`src/rtl/sfclk_gen.sv`:
```
module sfclk_gen #(
  parameter int          REG_W   = 10,
  parameter logic [9:0]  RST_VAL = 10'h311
) (
  input  logic             clk_i,
  input  logic             rst_ni,
  input  logic             cfg_we,
  input  logic [REG_W-1:0] cfg_wmask,
  input  logic [REG_W-1:0] cfg_wdata,
  output logic [REG_W-1:0] cfg_rdata,
  output logic             main_clk_o,
  output logic             half_clk_o
);
  localparam logic [REG_W-1:0] LEGAL = 10'h31F;

  logic [REG_W-1:0] ctrl_q;
  logic [2:0]       src_cnt;
  logic [1:0]       main_cnt;
  logic             main_t, half_t;
  logic [2:0]       src_last;
  logic [1:0]       main_last;
  logic             src_tick;

  always_ff @(posedge clk_i or negedge rst_ni)
    if (!rst_ni)     ctrl_q <= RST_VAL & LEGAL;
    else if (cfg_we) ctrl_q <= ((ctrl_q & ~cfg_wmask) | (cfg_wdata & cfg_wmask)) & LEGAL;

  assign src_last  = (ctrl_q[4:3] == 2'd3) ? 3'd5 : 3'd4;
  assign main_last = ctrl_q[2:1];
  assign src_tick  = (src_cnt >= src_last);

  always_ff @(posedge clk_i or negedge rst_ni)
    if (!rst_ni) begin
      src_cnt  <= '0;
      main_cnt <= '0;
      main_t   <= 1'b0;
      half_t   <= 1'b0;
    end else begin
      src_cnt <= src_tick ? 3'd0 : src_cnt + 3'd1;
      if (src_tick) begin
        if (main_cnt >= main_last) begin
          main_cnt <= '0;
          main_t   <= ~main_t;
          if (!main_t) half_t <= ~half_t;
        end else begin
          main_cnt <= main_cnt + 2'd1;
        end
      end
    end

  assign cfg_rdata  = ctrl_q;
  assign main_clk_o = main_t & ~ctrl_q[8];
  assign half_clk_o = half_t & ~ctrl_q[9];
endmodule

```
`config.mk`:
```
export PLATFORM = sky130hd
export DESIGN_NAME = sfclk_gen
export DESIGN_NICKNAME = d
export VERILOG_FILES = /design/src/rtl/sfclk_gen.sv
export SDC_FILE = /design/constraint.sdc
export NUM_CORES = 1
export LEC_CHECK = 0
export ABC_AREA = 1
export BUFFER_PORTS_ARGS = -buffer_cell sky130_fd_sc_hd__buf_4
export CAP_MARGIN = 20
export CORE_UTILIZATION = 25
export CTS_BUF_LIST = sky130_fd_sc_hd__clkbuf_4
export DETAILED_ROUTE_END_ITERATION = 8
export SYNTH_ARGS = -nofsm -noshare
export SYNTH_HDL_FRONTEND = slang
export SYNTH_SLANG_ARGS = --single-unit
```
`constraint.sdc`:
```
create_clock -name clk_i -period 1.2 [get_ports clk_i]
set_input_delay 0.24 -clock clk_i [delete_from_list [all_inputs] [get_ports clk_i]]
set_output_delay 0.24 -clock clk_i [all_outputs]
set_load 0.01 [all_outputs]
```
* Word-level counts from Yosys, hierarchy flattened
Index checks and enable logic that the tools add are counted.
** Storage, ports and cells
- Register bits :: 14
- Input bits :: 23
- Output and inout port bits :: 12
- Word-level logic and storage cells :: 25
** Operators by class
- Add/sub/neg operators :: 2
- $lt $le $gt $ge :: 2
- Equal/unequal tests :: 1
- Muxes and demuxes :: 3
- Bitwise logic cells :: 10
- Reductions and logical operators :: 2
** Operators with widths (count)
- $and A10 B10 Y10 :: 2
- $not A10 Y10 :: 1
- $or A10 B10 Y10 :: 1
- $not A1 Y1 :: 4
- $add A3 B1 Y3 const B :: 1
- $ge A3 B3 Y1 :: 1
- $mux W3 :: 1
- $reduce_and A3 Y1 :: 1
- $add A2 B1 Y2 const B :: 1
- $and A1 B1 Y1 :: 2
- $eq A2 B2 Y1 const B :: 1
- $ge A2 B2 Y1 :: 1
- $mux W2 :: 1
- $reduce_and A2 Y1 :: 1
- $mux W1 :: 1

* Depth between registers and ports, before layout
Gate-level depths: netlist of run 1.
- Depth in word-level cells :: 4
- Gate-level depth with buffers :: 9
- Depth with buffers taken out :: 9

* Least setup slack after synthesis of run 1
No wires, ideal clock.
- Path type :: flip-flop to flip-flop
- From :: register (tool-made name)
- To :: register main_cnt[0]
- Setup time :: 0.074 ns
- Arrival time :: 1.222 ns
- Required time :: 1.126 ns
- Setup slack :: -0.096 ns
- Stages on the path, launching flop included :: 9
- Buffers on the path :: 0
- Clock period less this slack :: 1.296 ns
- Path through :: dfstp_2 > nand2_1 > inv_1 > ha_1 > nand3b_4 > nand2_4 > inv_2 > nand2_1 > o21ai_2
** RTL lines
- end signal, assigned :: RTL line 46 : main_cnt <= main_cnt + 2'd1;
- end, declared :: RTL line 18 : logic [1:0] main_cnt;

==> results of run 1 <==
-- layout make-up --
class | count | area (um2)
Clock buffer | 3 | 22.52
Clock inverter | 1 | 3.754
Fill cell | 294 | 1697
Inverter | 17 | 66.31
Multi-Input combinational cell | 50 | 330.3
Sequential cell | 14 | 355.3
Tap cell | 31 | 38.79
Timing Repair Buffer | 34 | 291.5
-- placed cells by master (no fill, tap or decap) --
cell type / synthesis / layout
buf_4: 4 / 24
inv_1: 16 / 14
nand2_1: 13 / 11
dfrtp_1: 10 / 10
buf_6: 0 / 9
a21oi_1: 7 / 7
a31oi_1: 6 / 6
nor2_1: 7 / 5
dfstp_2: 4 / 4
ha_1: 4 / 3
conb_1: 1 / 3
clkbuf_4: 0 / 3
nand2_2: 0 / 2
inv_2: 1 / 2
o21ai_2: 2 / 2
xnor2_1: 2 / 2
nor2_2: 0 / 2
nand4_1: 2 / 2
nand3_2: 2 / 2
nand3b_4: 1 / 1
nand2_4: 1 / 1
inv_4: 0 / 1
ha_4: 0 / 1
clkinv_1: 0 / 1
dlygate4sd3_1: 0 / 1
-- power by group through the flow --
| stage | Sequential [mW] | Clock, mW | Combinational [mW] |
|---|---|---|---|
| 2_1_floorplan | 0.742 | 0 | 0.601 |
| 3_3_place_gp | 0.721 | 0 | 0.884 |
| 3_5_place_dp | 0.733 | 0 | 0.933 |
| 4_1_cts | 0.729 | 0.296 | 0.957 |
| 5_1_grt | 0.749 | 0.309 | 1.12 |
| 6_report | 0.729 | 0.276 | 1.01 |
-- through the flow --
stage / util / TNS [ps] / setup slack [ps] / total power [mW] / cell area [um2]
5_1_grt: 0.3952 / -1403 / -167.0 / 2.176 / 1109
3_3_place_gp: 0.3604 / -236.2 / -69.82 / 1.606 / 1011
4_1_cts: 0.3796 / -701.2 / -108.9 / 1.982 / 1065
6_report: 0.3952 / -704.3 / -104.0 / 2.011 / 1109
3_5_place_dp: 0.3604 / -315.3 / -85.85 / 1.666 / 1011
2_1_floorplan: - / -272.8 / -79.79 / 1.343 / 769.5
-- cell usage after synthesis --
| cell type | number |
|---|---|
| nand3_2 | 2 |
| conb_1 | 1 |
| a21oi_1 | 7 |
| xnor2_1 | 2 |
| o21ai_2 | 2 |
| nand2_4 | 1 |
| nand4_1 | 2 |
| dfrtp_1 | 10 |
| nor2_1 | 7 |
| ha_1 | 4 |
| inv_2 | 1 |
| buf_4 | 4 |
| inv_1 | 16 |
| nand3b_4 | 1 |
| nand2_1 | 13 |
| dfstp_2 | 4 |
| a31oi_1 | 6 |
-- worst reg2reg max path, delay by kind of cell, from the launching register on --
family                     cells  cell delay, ps
DFF                            1             550
and+or+nand+nor                4             320
AOI/OAI and AO/OA              1             140
adders and majority gates      1             110
buffers and inverters          2              90
-- cell families after synthesis --
| group | synth area share |
|---|---|
| flops | 0.4741 |
| fa+ha+maj | 0.06678 |
| compound gates | 0.1202 |
| xor+xnor | 0.02338 |
| buf+inv | 0.1252 |
| simple gates | 0.1853 |
| other cells | 0.005004 |
-- routing by layer --
layer / vias to the layer above / track usage / part of all wire / wire, um
li1: 330 / - / - / -
met1: 307 / 0.1047 / 0.41 / 639
met2: 13 / 0.1956 / 0.55 / 857
met3: 0 / 0.04839 / 0.045 / 70
met4: 0 / 0.02091 / 0 / 0
met5: - / 0 / 0 / 0
-- what timing repair did --
item / CTS / global route
gates resized for setup: 5 / 9
endpoints found under the setup margin: 13 / 15
endpoints found under the hold margin: 10 / 0
setup buffers: 0 / 2
hold buffers: 1 / 0
pin swaps: 3 / 1
-- path summary, 6_finish.rpt --
kind / slack [ps] / cells after the start / start / endpoint
max reg2reg: -100 / 8 / flop / half_t$_DFFE_PN0P_
max in group asynchronous: 610 / 2 / rst_ni / asynchronous set/reset pin
max: -100 / 8 / flop / half_t$_DFFE_PN0P_
min: 110 / 2 / cfg_wmask[9] / flop
min reg2reg: 490 / 2 / half_t$_DFFE_PN0P_ / half_t$_DFFE_PN0P_
min in group asynchronous: 340 / 2 / rst_ni / src_cnt[2]$_DFF_PN0_
==> key figures, run 1 <==
Floorplan
  • Overall die width: 56.75 um
  • Initial Utilization: 0.2672
  • Die area: 3221 um2
  • Ports: 35
  • Die extent in y: 56.75 um
  • Core area: 2805 um2
  • Std cell rows: 19

Synthesis
  • Synth cell types: 17
  • Seq cells post-synth: 14
  • Top post-synthesis cells by area: dfrtp_1, dfstp_2, inv_1
  • Synth Cell Area: 749.5 um2
  • Mapped Cells: 83
  • Leading area contributor after synthesis: dfrtp_1
  • Sequential-to-total area share from yosys stat: 0.4741
  • Warnings, synthesis: 0
  • Area share of the leading cell type in the synthesized netlist: 0.3339
  • Avg Inst Size Synth: 9.030 um2

Global route
  • Initial antenna violation count: 0
  • GRT Total Usage: 0.1043
  • Number of global-route vias before repair: 618
  • Largest net degree at the start of global routing: 15
  • Gr ovfl total: 0
  • First-pass GRT wire length: 2.559 mm

STA
  • Tcrit/Tclk final: 1.087
  • Worst setup margin: -104.0 ps
  • Minimum clock period: 1304 ps
  • Slew Limit Fails: 0
  • Final Hold Fails: 0
  • Peak Freq: 0.7669 GHz
  • Hold WS: 112.1 ps
  • # setup viols final: 12
  • RSZ-0062 raised after global routing: true
  • Final Skew: 4.259 ps

Drt
  • Wirelength per Cell: 10.45 um
  • Post-DRT Antenna Nets: 0
  • Routed via count: 650
  • Initial DRC Count: 3
  • DR DRC count: 1
  • Vias/cell: 4.333
  • WL final: 1.567 mm
  • Drt first pass iters: 6

Placement
  • Post-DP HPWL: 1.171 mm
  • Placer Congestion: 0.6814
  • Placed cell count: 143
  • Count of buffers from port buffering: 25

Outcome
  • Status: finished, violations left
  • Failing checks: DRC, setup timing

Clocking
  • Clk Latency, worst-skew pair: 280 ps
  • Clock root buffer: clkbuf_4
  • CTS Buffer Depth: 2
  • TritonCTS clock tree: done
  • TritonCTS Sinks: 14
  • CTS Buf Count: 3
  • Htree depth: 1
  • Clk pin slew, worst setup/hold paths: 80 ps

Power
  • Part of the power in registers: 0.363
  • VDD IR max: 849.2 uV
  • Leakage: 0.5848 nW
  • Int Pwr: 1.236 mW
  • P_sw: 774.6 uW
  • Clock network power share: 0.137
  • Switching share of power: 0.3852
  • Combinational share of power: 0.500
  • Power density over the cells: 1814 nW/um2

Finish
  • Layout cells sized above 1: 0.4538
  • Inserted Diodes: 0
  • Layout area overhead: 47.91%
  • Nets: 147
  • Final non-filler cell total: 150

Worst setup path
  • Element type at the critical path end: flop
  • Crit-path max FO: 8
  • Critical-path cell list: nand2_2, inv_2, ha_4, inv_2, o21ai_2, nand2_4, nand4_1, nand2_1
  • Most used cell, CP: inv_2
  • WS Path Type: reg2reg
  • Crit path buffers/inverters: 2
  • Delay-heaviest family, CP: flip-flops
  • CP max-delay cell: dfstp_2
  • CP peak stage delay: 550 ps
  • CP Data Required Time: 1370 ps
  • Critical Path AT: 1480 ps
  • Crit start category: flop

Worst hold path
  • Hold WC Path Type: in2reg

Run
  • Maxcap violations: 0
Power figures use the tool's default switching activity.
==> run 2: changes to the inputs <==
Settings changed: BUFFER_PORTS_ARGS -buffer_cell sky130_fd_sc_hd__buf_4 to -buffer_cell sky130_fd_sc_hd__buf_2, CORE_MARGIN set to 5.
==> run 2 against run 1 <==
Against the previous run: the flow finishes with violations (setup timing); final area down 7.0%; utilization down 2.8 points; sequential share of layout area up 2.4 points; cell count down 1.3%; sequential power about the same.
==> key figures, run 2 (synthesized netlist as in run 1, its figures left out) <==
Global route
  • GRT Total Usage: 0.08234 (-0.02193)
  • Initial antenna violation count: 0 (unchanged)
  • Gr ovfl total: 0 (unchanged)
  • Number of global-route vias before repair: 608 (-1.6%)
  • First-pass GRT wire length: 2.559 mm (unchanged)
  • Largest net degree at the start of global routing: 15 (unchanged)

Placement
  • Count of buffers from port buffering: 25 (unchanged)
  • Placer Congestion: 0.6435 (-5.6%)
  • Placed cell count: 142 (-0.70%)
  • Worst slack at placement: -88.85 ps (-3.002 ps)
  • Post-DP HPWL: 1.276 mm (+9.0%)

Outcome
  • Status: finished, violations left
  • Failing checks: setup timing

Worst setup path
  • Crit start category: flop
  • Crit path buffers/inverters: 3 (+1)
  • Critical Path AT: 1510 ps (+30 ps)
  • CP Depth: 9 (+1)
  • Most used cell, CP: inv_2
  • CP peak stage delay: 550 ps (about the same)
  • CP Data Required Time: 1410 ps (+40 ps)
  • Delay-heaviest family, CP: flip-flops
  • WS Path Type: reg2reg
  • Crit-path max FO: 8 (unchanged)
  • Critical-path cell list: nand2_2, inv_2, ha_4, inv_2, o21ai_2, nand2_4, inv_2, nand2_1, o21ai_2
  • Depth of the most critical reg-to-reg path: 9 (+1)
  • R2R setup slack: -90 ps (about the same)
  • RR Endpoint: main_cnt[0]$_DFFE_PN0P_
  • Setup crit end: main_cnt[0]$_DFFE_PN0P_
  • Element type at the critical path end: flop
  • CP max-delay cell: dfstp_2

Finish
  • Area of the multi-input gates: 327.8 um2 (-0.76%)
  • Final non-filler cell total: 148 (-1.3%)
  • Layout cells sized above 1: 0.4444 (-0.009337)
  • Leading cell type in the layout, fill and taps excluded: buf_2
  • Nets: 145 (-1.4%)
  • Fillers: 296 (+0.68%)
  • Commonest cells after routing, fill and taps aside: buf_2, inv_1, nand2_1, dfrtp_1, a21oi_1
  • Inserted Diodes: 0 (unchanged)
  • Layout area overhead: 37.56%
  • Storage cell area: 355.3 um2 (unchanged)

Floorplan
  • Std cell rows: 19 (unchanged)
  • Ports: 35 (unchanged)
  • Core area: 2805 um2 (unchanged)
  • Initial Utilization: 0.2672 (unchanged)
  • Overall die width: 64.75 um (+14%)
  • Die extent in y: 64.75 um (+14%)
  • Die area: 4193 um2 (+30%)

Drt
  • Routed via count: 634 (-2.5%)
  • WL final: 1.551 mm (-1.0%)
  • Wirelength per Cell: 10.48 um (+0.32%)
  • Post-DRT Antenna Nets: 0 (unchanged)
  • DR DRC count: 0 (-1)
  • Drt first pass iters: 2 (-4)
  • Vias/cell: 4.284 (-1.1%)
  • Initial DRC Count: 4 (+1)

STA
  • Peak Freq: 0.7731 GHz (+0.81%)
  • # setup viols final: 10 (-2)
  • Worst setup margin: -93.47 ps (+10.48 ps)
  • Final Hold Fails: 0 (unchanged)
  • Minimum clock period: 1293 ps (-10.48 ps)
  • Slew Limit Fails: 0 (unchanged)
  • Final Skew: 6.522 ps (+2.263 ps)
  • Post-route setup TNS: -594.9 ps (+109.4 ps)
  • Hold WS: 123.3 ps (+11.25 ps)
  • RSZ-0062 raised after global routing: true
  • Tcrit/Tclk final: 1.078 (-0.008735)

Clocking
  • CTS Buffer Depth: 2 (unchanged)
  • Htree depth: 1 (unchanged)
  • Clock root buffer: clkbuf_4
  • CTS Buf Count: 3 (unchanged)
  • Clk pin slew, worst setup/hold paths: 80 ps (about the same)
  • Clk Latency, worst-skew pair: 280 ps (about the same)
  • TritonCTS clock tree: done
  • TritonCTS Sinks: 14 (unchanged)

Power
  • Pwr Total: 1.950 mW (-3.0%)
  • Leakage: 0.5573 nW (-4.7%)
  • Power density over the cells: 1892 nW/um2 (+4.3%)
  • VDD IR max: 853.7 uV (+0.53%)

Run
  • Maxcap violations: 0 (unchanged)

Worst hold path
  • Hold WC Path Type: in2reg
==> run 2: cell types whose count changed in the layout (fill, tap and decap cells not counted), sizes merged <==
cell,previous run,this run
buf,33,31
clkbuf,3,4
clkinv,1,0
==> run 2: power breakdown <==
| group | switching, mW | internal [mW] | total, mW | leakage (nW) |
|---|---|---|---|---|
| registers | 0.102 | 0.626 | 0.728 | 0.163 |
| clock network | 0.147 | 0.151 | 0.298 | 0.0184 |
| logic | 0.488 | 0.436 | 0.924 | 0.376 |
| total | 0.737 | 1.21 | 1.95 | 0.557 |
==> run 2: worst register-to-register path, cell delays in order (launching register included) <==
cell and delay, ps:
dfstp_2 550, nand2_2 50, inv_2 60, ha_4 120, inv_2 30, o21ai_2 140
nand2_4 100, inv_2 80, nand2_1 60, o21ai_2 50
==> run 2: metal layers <==
metal  up-vias  GRT usage  wire length [um]
met1       288    0.08120               635
li1        328          -                 -
met3         4    0.03972                93
met5         -          0                 0
met2        14     0.1405               799
met4         0    0.04749                23
==> run 2: timing repair <==
action	4_1_cts	5_1_grt
hold endpoints to repair	10	0
resized for setup	5	4
setup endpoints to repair	12	14
hold buffers	1	0
pin swaps	3	1
setup buffers	0	1
==> run 2: area by class of cell <==
cell class                 instances  share of cell area
inverter                          17             0.06189
sequential                        14              0.3447
timing repair buffer              32              0.2087
multi-input combinational         50              0.3180
clock buffer                       4             0.02913
tap                               31             0.03762
==> run 2: through the flow <==
stage | util | instance area, um2
6_report | 0.3675 | 1031
5_1_grt | 0.3675 | 1031
4_1_cts | 0.3582 | 1005
3_5_place_dp | 0.3354 | 940.9
3_3_place_gp | 0.3354 | 940.9
2_1_floorplan | - | 769.5
==> run 2: worst min-delay path by stage <==
stage	from	endpoint	slack (ps)	cells after the start
2_1_floorplan	rst_ni	asynchronous set/reset pin	-60	0
3_3_place_gp	rst_ni	main_cnt[0]$_DFFE_PN0P_	150	1
3_5_place_dp	rst_ni	asynchronous set/reset pin	150	1
4_1_cts	cfg_wmask[9]	flop	110	2
5_1_grt	cfg_wmask[4]	flop	110	2
6_report	cfg_wmask[4]	flop	120	2
